$ cat config.mk
export PLATFORM = sky130hd
export DESIGN_NAME = tone_ser_port
export DESIGN_NICKNAME = d
export VERILOG_FILES = /design/src/rtl/tonesp_pkg.sv /design/src/rtl/tsp_in_sync.sv /design/src/rtl/tsp_edge_det.sv /design/src/rtl/tsp_wr_path.sv /design/src/rtl/tsp_rd_path.sv /design/src/rtl/tone_ser_port.sv
export SDC_FILE = /design/constraint.sdc
export NUM_CORES = 1
export LEC_CHECK = 0
export BUFFER_PORTS_ARGS = -buffer_cell sky130_fd_sc_hd__clkbuf_2
export CAP_MARGIN = 20
export CORE_UTILIZATION = 36
export CTS_CLUSTER_DIAMETER = 40
export CTS_CLUSTER_SIZE = 30
export DETAILED_ROUTE_END_ITERATION = 10
export PLACE_DENSITY = 0.54
export SETUP_SLACK_MARGIN = 0.02
export SYNTH_ARGS = -nofsm -noshare
export SYNTH_HDL_FRONTEND = slang
export SYNTH_SLANG_ARGS = --single-unit
$ cat constraint.sdc
create_clock -name clk -period 3.5 [get_ports clk]
set_clock_uncertainty 0.05 [all_clocks]
set_input_delay 0.175 -clock clk [delete_from_list [all_inputs] [get_ports clk]]
set_output_delay 0.175 -clock clk [all_outputs]
set_load 0.01 [all_outputs]
$ cat src/rtl/tonesp_pkg.sv
`timescale 1ns/1ps
package tonesp_pkg;
    localparam int MODE_W = 3;
    localparam int DET_W  = 2;
    localparam int GAIN_W = 4;
    localparam int FREQ_W = 4;
    localparam int CTRL_W = MODE_W + 1 + DET_W + GAIN_W + FREQ_W;

    typedef enum logic [MODE_W-1:0] {
        MD_RX        = 3'd0,
        MD_TX_DUAL   = 3'd1,
        MD_TX_SINGLE = 3'd2,
        MD_SLEEP_OSC = 3'd3,
        MD_SLEEP_ALL = 3'd4,
        MD_LOOP      = 3'd5,
        MD_RSV6      = 3'd6,
        MD_RSV7      = 3'd7
    } mode_e;

    // Field order follows the serial bit order (first bit sent = msb)
    typedef struct packed {
        logic [MODE_W-1:0] mode;
        logic              sq;
        logic [DET_W-1:0]  det;
        logic [GAIN_W-1:0] gain;
        logic [FREQ_W-1:0] freq;
    } ctrl_word_t;

    typedef struct packed {
        logic rx;
        logic tx_dual;
        logic tx_single;
        logic loop;
        logic osc;
        logic sleep;
    } enables_t;
endpackage

$ cat src/rtl/tsp_in_sync.sv
`timescale 1ns/1ps
module tsp_in_sync #(
    parameter int W      = 4,
    parameter int STAGES = 2
) (
    input  logic         clk,
    input  logic         rst_n,
    input  logic [W-1:0] async_i,
    output logic [W-1:0] lvl_o
);
    typedef struct packed {
        logic [STAGES-1:0][W-1:0] pipe;
    } st_t;

    st_t st_d, st_q;

    always_comb begin
        st_d = st_q;
        st_d.pipe[0] = async_i;
        for (int i = 1; i < STAGES; i++) begin
            st_d.pipe[i] = st_q.pipe[i-1];
        end
    end

    always_ff @(posedge clk or negedge rst_n) begin
        if (!rst_n) st_q <= '0;
        else        st_q <= st_d;
    end

    assign lvl_o = st_q.pipe[STAGES-1];
endmodule

$ cat src/rtl/tsp_edge_det.sv
`timescale 1ns/1ps
module tsp_edge_det #(
    parameter int W = 2
) (
    input  logic         clk,
    input  logic         rst_n,
    input  logic [W-1:0] lvl_i,
    output logic [W-1:0] rise_o
);
    typedef struct packed {
        logic [W-1:0] prev;
    } st_t;

    st_t st_d, st_q;

    always_comb begin
        st_d      = st_q;
        st_d.prev = lvl_i;
    end

    always_ff @(posedge clk or negedge rst_n) begin
        if (!rst_n) st_q <= '0;
        else        st_q <= st_d;
    end

    assign rise_o = lvl_i & ~st_q.prev;
endmodule

$ cat src/rtl/tsp_wr_path.sv
`timescale 1ns/1ps
module tsp_wr_path #(
    parameter int W = 14
) (
    input  logic         clk,
    input  logic         rst_n,
    input  logic         shift_i,
    input  logic         bit_i,
    input  logic         commit_i,
    output logic [W-1:0] hold_o,
    output logic [W-1:0] word_o
);
    typedef struct packed {
        logic [W-1:0] hold;
        logic [W-1:0] word;
    } st_t;

    st_t st_d, st_q;

    always_comb begin
        st_d = st_q;
        if (commit_i) st_d.word = st_q.hold;
        if (shift_i)  st_d.hold = {st_q.hold[W-2:0], bit_i};
    end

    always_ff @(posedge clk or negedge rst_n) begin
        if (!rst_n) st_q <= '0;
        else        st_q <= st_d;
    end

    assign hold_o = st_q.hold;
    assign word_o = st_q.word;
endmodule

$ cat src/rtl/tsp_rd_path.sv
`timescale 1ns/1ps
module tsp_rd_path #(
    parameter int W = 4
) (
    input  logic         clk,
    input  logic         rst_n,
    input  logic         load_i,
    input  logic         shift_i,
    input  logic [W-1:0] code_i,
    output logic [W-1:0] stat_o,
    output logic         dout_o
);
    typedef struct packed {
        logic [W-1:0] stat;
    } st_t;

    st_t st_d, st_q;

    always_comb begin
        st_d = st_q;
        if (load_i)       st_d.stat = code_i;
        else if (shift_i) st_d.stat = {1'b0, st_q.stat[W-1:1]};
    end

    always_ff @(posedge clk or negedge rst_n) begin
        if (!rst_n) st_q <= '0;
        else        st_q <= st_d;
    end

    assign stat_o = st_q.stat;
    assign dout_o = st_q.stat[0];
endmodule

$ cat src/rtl/tone_ser_port.sv
`timescale 1ns/1ps
module tone_ser_port
    import tonesp_pkg::*;
#(
    parameter int STAT_W      = 4,
    parameter int SYNC_STAGES = 2
) (
    input  logic              clk,
    input  logic              rst_n,
    input  logic              sclk_i,
    input  logic              en_i,
    input  logic              dir_i,
    input  logic              sdi_i,
    input  logic [STAT_W-1:0] tone_code_i,
    output logic              dout_o,
    output logic              dout_en_o,
    output logic [MODE_W-1:0] mode_o,
    output logic              sq_o,
    output logic [DET_W-1:0]  det_time_o,
    output logic [GAIN_W-1:0] gain_o,
    output logic [FREQ_W-1:0] freq_o,
    output logic              rx_en_o,
    output logic              tx_dual_en_o,
    output logic              tx_single_en_o,
    output logic              loop_en_o,
    output logic              osc_en_o,
    output logic              sleep_o
);
    localparam int N_IN   = 4;
    localparam int N_EDGE = 2;

    logic [N_IN-1:0]   lvl;
    logic [N_EDGE-1:0] rise;
    logic              sdi_lvl, dir_lvl, en_lvl;
    logic              sclk_rise, en_rise;
    logic [CTRL_W-1:0] hold, word;
    logic [STAT_W-1:0] stat;
    ctrl_word_t        cw;
    enables_t          ena;

    tsp_in_sync #(.W(N_IN), .STAGES(SYNC_STAGES)) u_sync (
        .clk     (clk),
        .rst_n   (rst_n),
        .async_i ({sclk_i, en_i, dir_i, sdi_i}),
        .lvl_o   (lvl)
    );

    tsp_edge_det #(.W(N_EDGE)) u_edge (
        .clk    (clk),
        .rst_n  (rst_n),
        .lvl_i  (lvl[N_IN-1:N_IN-N_EDGE]),
        .rise_o (rise)
    );

    assign sdi_lvl   = lvl[0];
    assign dir_lvl   = lvl[1];
    assign en_lvl    = lvl[2];
    assign en_rise   = rise[0];
    assign sclk_rise = rise[1];

    tsp_wr_path #(.W(CTRL_W)) u_wr (
        .clk      (clk),
        .rst_n    (rst_n),
        .shift_i  (sclk_rise & ~dir_lvl),
        .bit_i    (sdi_lvl),
        .commit_i (en_lvl & ~dir_lvl),
        .hold_o   (hold),
        .word_o   (word)
    );

    tsp_rd_path #(.W(STAT_W)) u_rd (
        .clk     (clk),
        .rst_n   (rst_n),
        .load_i  (en_rise & dir_lvl),
        .shift_i (sclk_rise & dir_lvl),
        .code_i  (tone_code_i),
        .stat_o  (stat),
        .dout_o  (dout_o)
    );

    assign cw = ctrl_word_t'(word);

    // Mode decode of the active word
    always_comb begin
        ena     = '0;
        ena.osc = 1'b1;
        case (mode_e'(cw.mode))
            MD_RX:        ena.rx        = 1'b1;
            MD_TX_DUAL:   ena.tx_dual   = ~cw.sq;
            MD_TX_SINGLE: ena.tx_single = ~cw.sq;
            MD_SLEEP_OSC: ena.sleep     = 1'b1;
            MD_LOOP: begin
                ena.loop = 1'b1;
                ena.rx   = 1'b1;
            end
            default: begin
                ena.sleep = 1'b1;
                ena.osc   = 1'b0;
            end
        endcase
    end

    assign mode_o         = cw.mode;
    assign sq_o           = cw.sq;
    assign det_time_o     = cw.det;
    assign gain_o         = cw.gain;
    assign freq_o         = cw.freq;
    assign rx_en_o        = ena.rx;
    assign tx_dual_en_o   = ena.tx_dual;
    assign tx_single_en_o = ena.tx_single;
    assign loop_en_o      = ena.loop;
    assign osc_en_o       = ena.osc;
    assign sleep_o        = ena.sleep;
    assign dout_en_o      = dir_lvl & ~ena.sleep;
endmodule

==> summary.txt, run 1 <==
Run status
  – Status: finished, final reports clean

Route
  – DRC: 0
  – Post-DR vias/cell: 4.658
  – Antenna Nets Post-Route: 0
  – Final WL: 2.441 mm
  – Vias: 913
  – First drt pass iteration count: 4
  – DR iter-0 viols: 25
  – DR WL/cell: 12.45 um

Setup path
  – Startpoint types: flip-flop
  – Crit path max fanout: 7
  – Critical Path AT: 1.24 ns
  – Crit path capture type: output port
  – Setup CP Type: flip-flop to output port
  – Critical Path RT: 3.27 ns

STA
  – RSZ-0062 raised after global routing: no
  – Final hold violations: 0
  – Slew of the pin with the lowest slew margin: 0.5561 ns
  – Final worst setup slack: 2.034 ns
  – Max-Slew Margin vs Limit: 62.92%
  – Fin crit period: 1.466 ns
  – Setup TNS Final: 0 ns
  – Fin crit share: 41.88%
  – Fmax: 682.2 MHz
  – Slew Viols, Final: 0
  – Final setup violation count: 0

Synthesis
  – Ranking of synthesized cells by area: dfrtp_1 (64%), mux2_2 (12%), mux2_4 (9.2%), a2bb2oi_1 (1.6%), or3b_1 (1.6%)
  – Synthesized Nets: 112
  – Avg Cell Area, Syn: 16.06 sq um
  – Seq cells post-synth: 42
  – Count of cell types in the netlist: 23
  – Sequential element share of the synthesized area: 64.17%
  – Largest area contributor in the synthesized netlist: dfrtp_1
  – Post-synth top area share: 64.17%
  – Post-synthesis instance total: 102
  – Synth Warn #: 0
  – Mapped Area: 1638 sq um

Die
  – DIE AREA: 4823 sq um
  – Site row count: 24
  – Chip Height: 69.45 um
  – Die X: 69.45 um
  – Top Ports: 32
  – Starting Density: 37.61%
  – Core Area: 4354 sq um

Cells and area
  – Filler cells: 393
  – Final-stage net count: 154
  – Ant. Diodes: 0
  – Share of cells above drive strength 1: 47.92%
  – Area grow syn2layout: 20.93%

Flow run
  – Max-cap violation count: 0

Clock tree
  – Post-CTS Setup Bufs: 0
  – Clock tree buffer depth: 2
  – Clock Sinks: 42
  – CTS-repair resized insts: 0
  – Clk pin slew, worst setup/hold paths: 0.07 ns
  – Hold bufs inserted after CTS: 4
  – CTS Buf Count: 5
  – Root Buffer: clkbuf_8
  – H-tree depth: 2
  – Clk_lat worst skew: 0.28 ns
  – CTS tree: built

Global route
  – Total GRT Usage: 11.99%
  – Largest net degree at the start of global routing: 43
  – GR Overflow Total: 0
  – Global-route wire length before repair: 4.416 mm
  – Vias in the first global route: 957
  – Initial antenna violation count: 0

Placed design
  – Routability Congestion: 0.7127
  – Post-DP HPWL: 1.656 mm
  – Port buffer count: 31
  – DP Worst Slack: 2.106 ns

Hold path
  – Worst Hold Class: input port to flip-flop

Power and ir drop
  – Lkg Pwr: 0.9820 nW
  – Peak VDD IR: 0.0002578 V
  – Pwr dens: 580.0 nW/um^2
## placed cells by master (no fill, tap or decap), types with 3 or more instances in the layout
cell type	n
a2bb2oi_1	3
clkbuf_2	31
clkbuf_8	5
dfrtp_1	42
dlygate4sd3_1	5
mux2_2	18
mux2_4	10
nor2_1	3
o31ai_1	3
or3b_1	3
## report_power, final
part	switching (mW)	internal, mW
sequential	0.0628	0.588
combinational	0.0857	0.136
clock	0.139	0.137
## registers in the layout, indices dropped and copies added, names as in the netlist
register,flops
u_wr.word_o,14
u_sync.lvl_o,4
u_rd.stat_o,4
u_wr.hold_o,14
u_edge.st_q,2
u_sync.st_d,4
## kinds of logic (layout without fill, tap and decap cells)
family / Yosys count / count (layout) / share of synthesized area (%)
buffers and inverters: 5 / 47 / 2.597
XOR/XNOR: 1 / 1 / 0.5349
multiplexers: 28 / 28 / 21.54
AO/OA/AOI/OAI: 9 / 9 / 3.896
AND/OR/NAND/NOR: 17 / 17 / 7.257
flip-flops: 42 / 42 / 64.17
## area by class of cell
type	count	area [sq um]	share of cell area, %
Inverter	3	11.26	0.5685
Tap cell	52	65.06	3.285
Clock buffer	7	76.32	3.853
Sequential cell	42	1051	53.06
Timing Repair Buffer	37	232.7	11.75
Multi-Input combinational cell	55	544.3	27.48
## worst max-delay path: stages, from the launching register on
cell	delay [ns]
dfrtp_1	0.46
nor4b_1	0.32
clkbuf_2	0.18
## final timing paths
kind,start,endpoint,slack (ns),cells past startpoint
worst max register to register,u_sync.lvl_o[1]$_DFF_PN0_,u_wr.hold_o[6]$_DFFE_PN0P_,2.12,2
worst max-delay path,u_wr.word_o[11]$_DFFE_PN0P_,tx_single_en_o,2.03,2
max in group asynchronous,rst_n,u_wr.word_o[8]$_DFFE_PN0P_,2.55,3
worst min-delay path,tone_code_i[3],u_rd.stat_o[3]$_DFFE_PN0P_,0.08,3
min in group asynchronous,rst_n,u_wr.hold_o[0]$_DFFE_PN0P_,0.36,2
worst min register to register,u_sync.st_d[4]$_DFF_PN0_,u_sync.lvl_o[0]$_DFF_PN0_,0.30,0
## cell usage after synthesis
master	count
a21oi_1	1
o31ai_1	3
nand2_4	1
nand3_1	1
nor2_1	3
or3b_1	3
inv_1	2
nand2b_4	1
inv_2	1
dfrtp_1	42
a2bb2oi_1	3
buf_12	1
xor2_1	1
nand2_1	2
nor2b_1	1
o21ai_0	2
buf_6	1
nand2b_1	2
nor2_4	1
nor3_1	1
nor4b_1	1
mux2_4	10
mux2_2	18
## routing by layer
metal / vias up / track usage [%] / part of all wire [%]
li1: 438 / - / -
met1: 434 / 14.52 / 47
met2: 32 / 17.91 / 44
met3: 9 / 5.087 / 5.9
met4: 0 / 6.803 / 3.2
met5: - / 0 / 0
## per-stage QoR
| step | hold WS (ns) | cells | utilization [%] | instance area, sq um | power [mW] |
|---|---|---|---|---|---|
| detailed placement | 0.2350 | 183 | 41.95 | 1827 | 0.8787 |
| CTS | 0.02868 | 194 | 44.63 | 1943 | 1.169 |
| floorplan | -0.1706 | 102 | - | 1638 | 0.7923 |
| finish | 0.08397 | 196 | 45.49 | 1981 | 1.149 |
| global route | 0.1197 | 196 | 45.49 | 1981 | 1.230 |
| global placement | 0.2344 | 183 | 41.95 | 1827 | 0.8735 |
(Power assumes the default switching activity.)
==> run 2: changes to the inputs <==
--- a/config.mk
+++ b/config.mk
@@ -11,7 +11,7 @@
 export CTS_CLUSTER_DIAMETER = 40
 export CTS_CLUSTER_SIZE = 30
 export DETAILED_ROUTE_END_ITERATION = 10
-export PLACE_DENSITY = 0.54
+export PLACE_DENSITY = 0.56
 export SETUP_SLACK_MARGIN = 0.02
 export SYNTH_ARGS = -nofsm -noshare
 export SYNTH_HDL_FRONTEND = slang
==> constraint.sdc (replaced) <==
create_clock -name clk -period 1.31 [get_ports clk]
set_clock_uncertainty 0.05 [all_clocks]
set_input_delay 0.0655 -clock clk [delete_from_list [all_inputs] [get_ports clk]]
set_output_delay 0.0655 -clock clk [all_outputs]
set_load 0.01 [all_outputs]
==> run 2 against run 1 <==
Clock power grew to 3.0 times the previous value; first-iteration DRC count decreased by 68%; worst setup slack lost 2.0 ns; highest routed layer unchanged; global-route usage grew 0.79 points; combinational power rose to 2.9 times the previous value; count of clock-buffer cells in the layout did not move; sequential power rose to 2.7 times the previous value; sequential share of layout area is 3.2 points lower; cell count rose by 5.6%; cell area up 6.9%.
==> summary.txt, run 2 (synthesized netlist as in run 1, its figures left out) <==
Run status
  – Status: finished, final reports clean

Clock tree
  – Clock tree buffer depth: 2 (unchanged)
  – H-tree depth: 2 (unchanged)
  – CTS tree: built
  – Root Buffer: clkbuf_8
  – Clock Sinks: 42 (unchanged)
  – CTS Buf Count: 5 (unchanged)
  – Clk pin slew, worst setup/hold paths: 0.07 ns (about the same)
  – Clk_lat worst skew: 0.29 ns (about the same)

Cells and area
  – Commonest non-fill, non-tap cells in the layout: dfrtp_1 (38), clkbuf_2 (26), mux2_2 (14), mux2_4 (14), buf_4 (9)
  – Leading cell type in the layout, fill and taps excluded: dfrtp_1
  – Final design utilization: 48.62% (+3.1 points)
  – Filler cells: 384 (-2.3%)
  – Final-stage net count: 164 (+6.5%)
  – Area grow syn2layout: 29.26%
  – Ant. Diodes: 0 (unchanged)
  – Share of cells above drive strength 1: 57.42% (+9.5 points)

Die
  – Top Ports: 32 (unchanged)
  – DIE AREA: 4823 sq um (unchanged)
  – Chip Height: 69.45 um (unchanged)
  – Site row count: 24 (unchanged)
  – Starting Density: 37.61% (unchanged)
  – Core Area: 4354 sq um (unchanged)
  – Die X: 69.45 um (unchanged)

Power and ir drop
  – Lkg Pwr: 1.050 nW (+7.0%)
  – Peak VDD IR: 0.0006342 V (+150%)
  – Pwr dens: 1516 nW/um^2 (+160%)

Placed design
  – Port buffer count: 31 (unchanged)
  – Routability Congestion: 0.6795 (-4.7%)
  – DP Worst Slack: 0.03234 ns (-2.074 ns)
  – Post-DP HPWL: 1.751 mm (+5.8%)

STA
  – Slew of the pin with the lowest slew margin: 0.5009 ns (-0.05524 ns)
  – Max-Slew Margin vs Limit: 66.61% (+3.7 points)
  – RSZ-0062 raised after global routing: yes
  – Final setup violation count: 0 (unchanged)
  – Final worst setup slack: 0.03203 ns (-2.002 ns)
  – Final hold violations: 0 (unchanged)
  – Fin crit period: 1.278 ns
  – Fin crit share: 97.56%
  – Fmax: 782.5 MHz
  – Slew Viols, Final: 0 (unchanged)

Hold path
  – WHS Path Cells: 4 (+1)
  – Worst Hold Class: input port to flip-flop
  – Min-delay src: tone_code_i[1]
  – Hold EP: u_rd.stat_o[1]$_DFFE_PN0P_

Route
  – DR WL/cell: 12.53 um (+0.58%)
  – Final WL: 2.593 mm (+6.2%)
  – Post-DR vias/cell: 4.618 (-0.85%)
  – First drt pass iteration count: 4 (unchanged)
  – DRC: 0 (unchanged)
  – DR iter-0 viols: 8 (-68%)
  – Vias: 956 (+4.7%)
  – Antenna Nets Post-Route: 0 (unchanged)

Setup path
  – Flop2flop setup slack: 0.03 ns (-2.09 ns)
  – Top delay family on crit path: flip-flops
  – Critical Path RT: 1.43 ns (-1.84 ns)
  – Worst path buffer plus inverter count: 1 (unchanged)
  – Crit-path slowest cell: dfrtp_1
  – Startpoint types: flip-flop
  – Crit path from: u_edge.st_q[1]$_DFF_PN0_
  – Reg-to-reg critical path endpoint: u_wr.hold_o[3]$_DFFE_PN0P_
  – Setup CP Type: flip-flop to flip-flop
  – CP max stage delay: 0.36 ns (-0.10 ns)
  – Critical Path AT: 1.40 ns (+0.16 ns)
  – Crit path capture type: flip-flop
  – Worst reg2reg path depth: 4 (+2)
  – Reg-to-Reg Start: u_edge.st_q[1]$_DFF_PN0_
  – CP cell instances: nand2b_4, nor2_4, buf_12, mux2_2
  – Crit path max fanout: 14 (+7)

Global route
  – Initial antenna violation count: 0 (unchanged)
  – Total GRT Usage: 12.78% (+0.79 points)
  – GR Overflow Total: 0 (unchanged)
  – Global-route wire length before repair: 4.719 mm (+6.9%)
  – Vias in the first global route: 1028 (+7.4%)
  – Largest net degree at the start of global routing: 43 (unchanged)

Flow run
  – Max-cap violation count: 0 (unchanged)
[run 2: cell type report]
type	count	area, sq um	area share [%]
Inverter	3	11.26	0.5319
Timing Repair Buffer	47	302.8	14.30
Multi-Input combinational cell	55	590.6	27.90
Clock buffer	7	86.33	4.078
Sequential cell	42	1056	49.88
Tap cell	52	65.06	3.073
Clock inverter	1	5.005	0.2364
[run 2: worst max path at each step]
stage	end	slack, ns	cells after the start
floorplan	u_wr.hold_o[10]$_DFFE_PN0P_	0.03	4
finish	u_wr.hold_o[3]$_DFFE_PN0P_	0.03	4
global placement	u_wr.hold_o[2]$_DFFE_PN0P_	0.06	4
CTS	tx_dual_en_o	0.006	3
detailed placement	u_wr.hold_o[2]$_DFFE_PN0P_	0.03	4
global route	u_wr.hold_o[3]$_DFFE_PN0P_	-0.04	4
[run 2: worst reg2reg max path: stages, from the launching register on]
cell,delay (ns)
dfrtp_1,0.36
nand2b_4,0.16
nor2_4,0.10
buf_12,0.15
mux2_2,0.34
[run 2: power by group]
group	leakage (nW)	switching [mW]	internal [mW]	total, mW
registers	0.523	0.180	1.57	1.75
clock network	0.0482	0.396	0.424	0.821
logic	0.479	0.237	0.402	0.638
[run 2: repair_timing]
action | CTS | global route
hold buffers | 6 | 0
pin swaps | 0 | 2
endpoints found under the hold margin | 47 | 0
setup buffers | 5 | 1
resized for setup | 4 | 16
setup endpoints to repair | 5 | 27
[run 2: through the flow]
stage	setup TNS, ns	area (sq um)	total power, mW	std cells	hold slack (ns)
2_1_floorplan	0	1638	2.117	102	-0.2801
3_3_place_gp	0	1869	2.343	187	0.1028
3_5_place_dp	0	1869	2.366	187	0.1097
4_1_cts	0	2067	3.219	206	0.1392
5_1_grt	-0.4657	2117	3.416	207	0.1842
6_report	0	2117	3.209	207	0.1550
[run 2: layer usage]
metal / vias up / share of wire, % / global-route usage, %
met4: 0 / 2.6 / 6.576
met5: - / 0 / 0
met2: 27 / 48 / 19.53
met3: 7 / 5.7 / 5.378
li1: 462 / - / -
met1: 460 / 43 / 15.41
==> run 3: changes to the inputs <==
--- a/config.mk
+++ b/config.mk
@@ -5,6 +5,7 @@
 export SDC_FILE = /design/constraint.sdc
 export NUM_CORES = 1
 export LEC_CHECK = 0
+export ABC_AREA = 1
 export BUFFER_PORTS_ARGS = -buffer_cell sky130_fd_sc_hd__clkbuf_2
 export CAP_MARGIN = 20
 export CORE_UTILIZATION = 36
==> run 3 against run 2 <==
The run now ends with negative setup slack left; utilization is 1.8 points lower; routed wire length up 15%; non-clock buffer count fell by 5; maximum frequency fell by 7.2%; count of clock-buffer cells in the layout stayed put; worst setup slack got worse by 0.099 ns; synthesized cell count grew 52%; cell count rose by 22%; total power fell by 9.1%; critical endpoint is now tx_single_en_o; largest power group unchanged.
==> summary.txt, run 3 <==
Synthesis
  – Synth Warn #: 0 (unchanged)
  – Adder-cell share of the synthesized area: 0% (unchanged)
  – Ranking of synthesized cells by area: dfrtp_1 (64%), nand2_1 (9.4%), o21ai_2 (6.9%), o21ai_0 (4.3%), inv_1 (4.1%)
  – Seq cells post-synth: 42 (unchanged)
  – Synth top cells by count: dfrtp_1 (42), nand2_1 (41), inv_1 (18)
  – Avg Cell Area, Syn: 10.61 sq um (-34%)
  – Post-synth top area share: 63.93% (-0.24 points)
  – Largest area contributor in the synthesized netlist: dfrtp_1
  – Mux cell area share after synthesis: 0% (-22 points)
  – Main combinational cell family by area after synthesis: simple AND/OR/NAND/NOR gates
  – EDFF count, synth: 0 (unchanged)
  – Count leader, synth: dfrtp_1
  – Post-synthesis instance total: 155 (+52%)
  – Synthesized Nets: 165 (+47%)
  – Mapped Area: 1644 sq um (+0.38%)
  – Most used flip-flop cell after synthesis: dfrtp_1
  – Xor/xnor share of the synthesized area: 0% (-0.53 points)
  – Count of cell types in the netlist: 21 (-8.7%)
  – Async SR Flop Fraction: 100.0% (unchanged)
  – Simple-Gate Fraction of Synth Area: 16.29% (+9.0 points)
  – Compound-Gate Fraction of Synth Area: 12.86% (+9.0 points)
  – Sequential element share of the synthesized area: 63.93% (-0.24 points)

Setup path
  – Crit path capture type: output port
  – Flop2flop setup slack: 0.13 ns (+0.10 ns)
  – Setup CP Type: flip-flop to output port
  – Worst reg2reg path depth: 5 (+1)
  – CP max stage delay: 0.45 ns (+0.09 ns)
  – Reg-to-Reg Start: u_sync.lvl_o[1]$_DFF_PN0_
  – Critical Path AT: 1.26 ns (-0.14 ns)
  – Startpoint types: flip-flop
  – Crit path max fanout: 4 (-10)
  – Worst path buffer plus inverter count: 1 (unchanged)
  – Reg-to-reg critical path endpoint: u_wr.hold_o[11]$_DFFE_PN0P_
  – Critical Path RT: 1.19 ns (-0.24 ns)
  – CP cell instances: or2_4, nor3_2, buf_2
  – Crit-path slowest cell: dfrtp_2
  – Top delay family on crit path: flip-flops

Cells and area
  – Area grow syn2layout: 24.96%
  – Post-route insts no fill: 253 (+22%)
  – Share of cells above drive strength 1: 33.83% (-24 points)
  – Commonest non-fill, non-tap cells in the layout: nand2_1 (40), dfrtp_1 (40), clkbuf_2 (27), inv_1 (17), o21ai_0 (14)
  – Ant. Diodes: 0 (unchanged)
  – Final-stage net count: 210 (+28%)

Die
  – Site row count: 24 (unchanged)
  – Die X: 69.58 um (+0.19%)
  – Top Ports: 32 (unchanged)
  – Chip Height: 69.58 um (+0.19%)
  – DIE AREA: 4841 sq um (+0.37%)
  – Core Area: 4384 sq um (+0.69%)
  – Starting Density: 37.50% (-0.11 points)

Placed design
  – Port buffer count: 31 (unchanged)
  – Routability Congestion: 0.7842 (+15%)
  – Post-DP HPWL: 2.080 mm (+19%)
  – DP Cell Count: 237 (+27%)
  – DP Worst Slack: 0.1407 ns (+0.1083 ns)

Global route
  – Largest net degree at the start of global routing: 29 (-33%)
  – Global-route wire length before repair: 5.147 mm (+9.1%)
  – GR Overflow Total: 0 (unchanged)
  – Total GRT Usage: 13.82% (+1.0 points)
  – Initial antenna violation count: 0 (unchanged)
  – Vias in the first global route: 1153 (+12%)

STA
  – Final hold violations: 0 (unchanged)
  – Max-Slew Margin vs Limit: 69.54% (+2.9 points)
  – RSZ-0062 raised after global routing: yes
  – Fin crit share: 105.1% (+7.6 points)
  – Slew of the pin with the lowest slew margin: 0.4569 ns (-0.04397 ns)
  – Final setup violation count: 3 (+3)
  – Slew Viols, Final: 0 (unchanged)
  – Final worst setup slack: -0.06724 ns (-0.09927 ns)
  – Fmax: 726.1 MHz (-7.2%)
  – Fin crit period: 1.377 ns (+0.09927 ns)
  – Setup TNS Final: -0.1760 ns (-0.1760 ns)

Power and ir drop
  – Logic gate share of total power: 17.3% (-2.6 points)
  – Peak VDD IR: 0.0006327 V (-0.24%)
  – Lkg Pwr: 1.023 nW (-2.6%)
  – Flop pwr share: 53.9% (-0.6 points)
  – Pwr dens: 1420 nW/um^2 (-6.3%)
  – Psw: 809.1 uW (-0.45%)
  – Internal power: 2.108 mW (-12%)
  – Switching Share: 27.74% (+2.4 points)
  – Final Power: 2.917 mW (-9.1%)
  – Clock share of power: 28.8% (+3.2 points)

Hold path
  – Min-delay src: tone_code_i[2]
  – Hold EP: u_rd.stat_o[2]$_DFFE_PN0P_
  – WHS Path Cells: 5 (+1)
  – Worst Hold Class: input port to flip-flop

Clock tree
  – CTS Buf Count: 5 (unchanged)
  – H-tree depth: 2 (unchanged)
  – Clk pin slew, worst setup/hold paths: 0.08 ns (about the same)
  – Clock Sinks: 42 (unchanged)
  – Clk_lat worst skew: 0.29 ns (about the same)
  – Root Buffer: clkbuf_8
  – CTS tree: built
  – Clock tree buffer depth: 2 (unchanged)

Flow run
  – Max-cap violation count: 0 (unchanged)

Route
  – Vias: 1172 (+23%)
  – First drt pass iteration count: 4 (unchanged)
  – Antenna Nets Post-Route: 0 (unchanged)
  – Post-DR vias/cell: 4.632 (+0.30%)
  – DR WL/cell: 11.81 um (-5.7%)
  – Final WL: 2.989 mm (+15%)
  – DR iter-0 viols: 36 (+28)
  – DRC: 0 (unchanged)

Run status
  – Failing checks: negative setup slack
  – Status: finished, violations left
[run 3: kinds of logic (layout without fill, tap and decap cells)]
family / Yosys count / count (layout)
and+or+nand+nor: 59 / 59
AOI/OAI and AO/OA: 31 / 31
DFF: 42 / 42
buffers and inverters: 23 / 69
[run 3: layout make-up]
class | count | area [sq um]
well taps | 52 | 65.06
flip-flops and latches | 42 | 1054
multi-input cells | 90 | 491.7
clock inverters | 1 | 5.005
repair buffers | 42 | 281.5
clock buffers | 7 | 86.33
fillers | 429 | 2330
inverters | 19 | 71.32
[run 3: how the worst max path moves through the flow]
stage,startpoint,endpoint,slack [ns],cells past startpoint
6_report,u_wr.word_o[11]$_DFFE_PN0P_,tx_single_en_o,-0.07,3
5_1_grt,u_wr.word_o[11]$_DFFE_PN0P_,dout_en_o,-0.12,4
4_1_cts,u_wr.word_o[11]$_DFFE_PN0P_,dout_en_o,-0.10,4
3_5_place_dp,u_wr.word_o[11]$_DFFE_PN0P_,tx_single_en_o,0.14,3
3_3_place_gp,u_sync.lvl_o[1]$_DFF_PN0_,u_wr.hold_o[8]$_DFFE_PN0P_,0.17,5
2_1_floorplan,u_wr.word_o[11]$_DFFE_PN0P_,tx_single_en_o,0.19,2
[run 3: per-layer routing]
metal / part of all wire (%) / GRT usage (%)
met2: 45 / 20.93
met5: 0 / 0
met1: 48 / 17.36
met3: 5.0 / 3.634
met4: 1.8 / 9.297
[run 3: through the flow]
| stage | area, sq um | utilization (%) | hold slack (ns) |
|---|---|---|---|
| finish | 2054 | 46.86 | 0.06752 |
| global route | 2054 | 46.86 | 0.07791 |
| CTS | 2049 | 46.75 | 0.06103 |
| detailed placement | 1869 | 42.64 | -0.01097 |
| global placement | 1869 | 42.64 | -0.01970 |
| floorplan | 1644 | - | -0.2801 |
[run 3: timing repair]
action | CTS | global route
endpoints found under the hold margin | 21 | 0
buffers inserted | 2 | 0
hold buffers | 6 | 0
gates resized for setup | 5 | 7
pin swaps | 2 | 1
endpoints found under the setup margin | 6 | 6
[run 3: power groups by stage]
stage	logic, mW	registers [mW]	clock network [mW]
2_1_floorplan	0.273	1.61	0
3_3_place_gp	0.483	1.59	0
3_5_place_dp	0.493	1.60	0
4_1_cts	0.517	1.57	0.874
5_1_grt	0.573	1.59	0.913
6_report	0.505	1.57	0.841
[run 3: tightest hold or removal path, delay by kind of cell]
kind / cells / cell delay (ns)
AND/OR/NAND/NOR: 4 / 0.22
buffers and inverters: 1 / 0.08
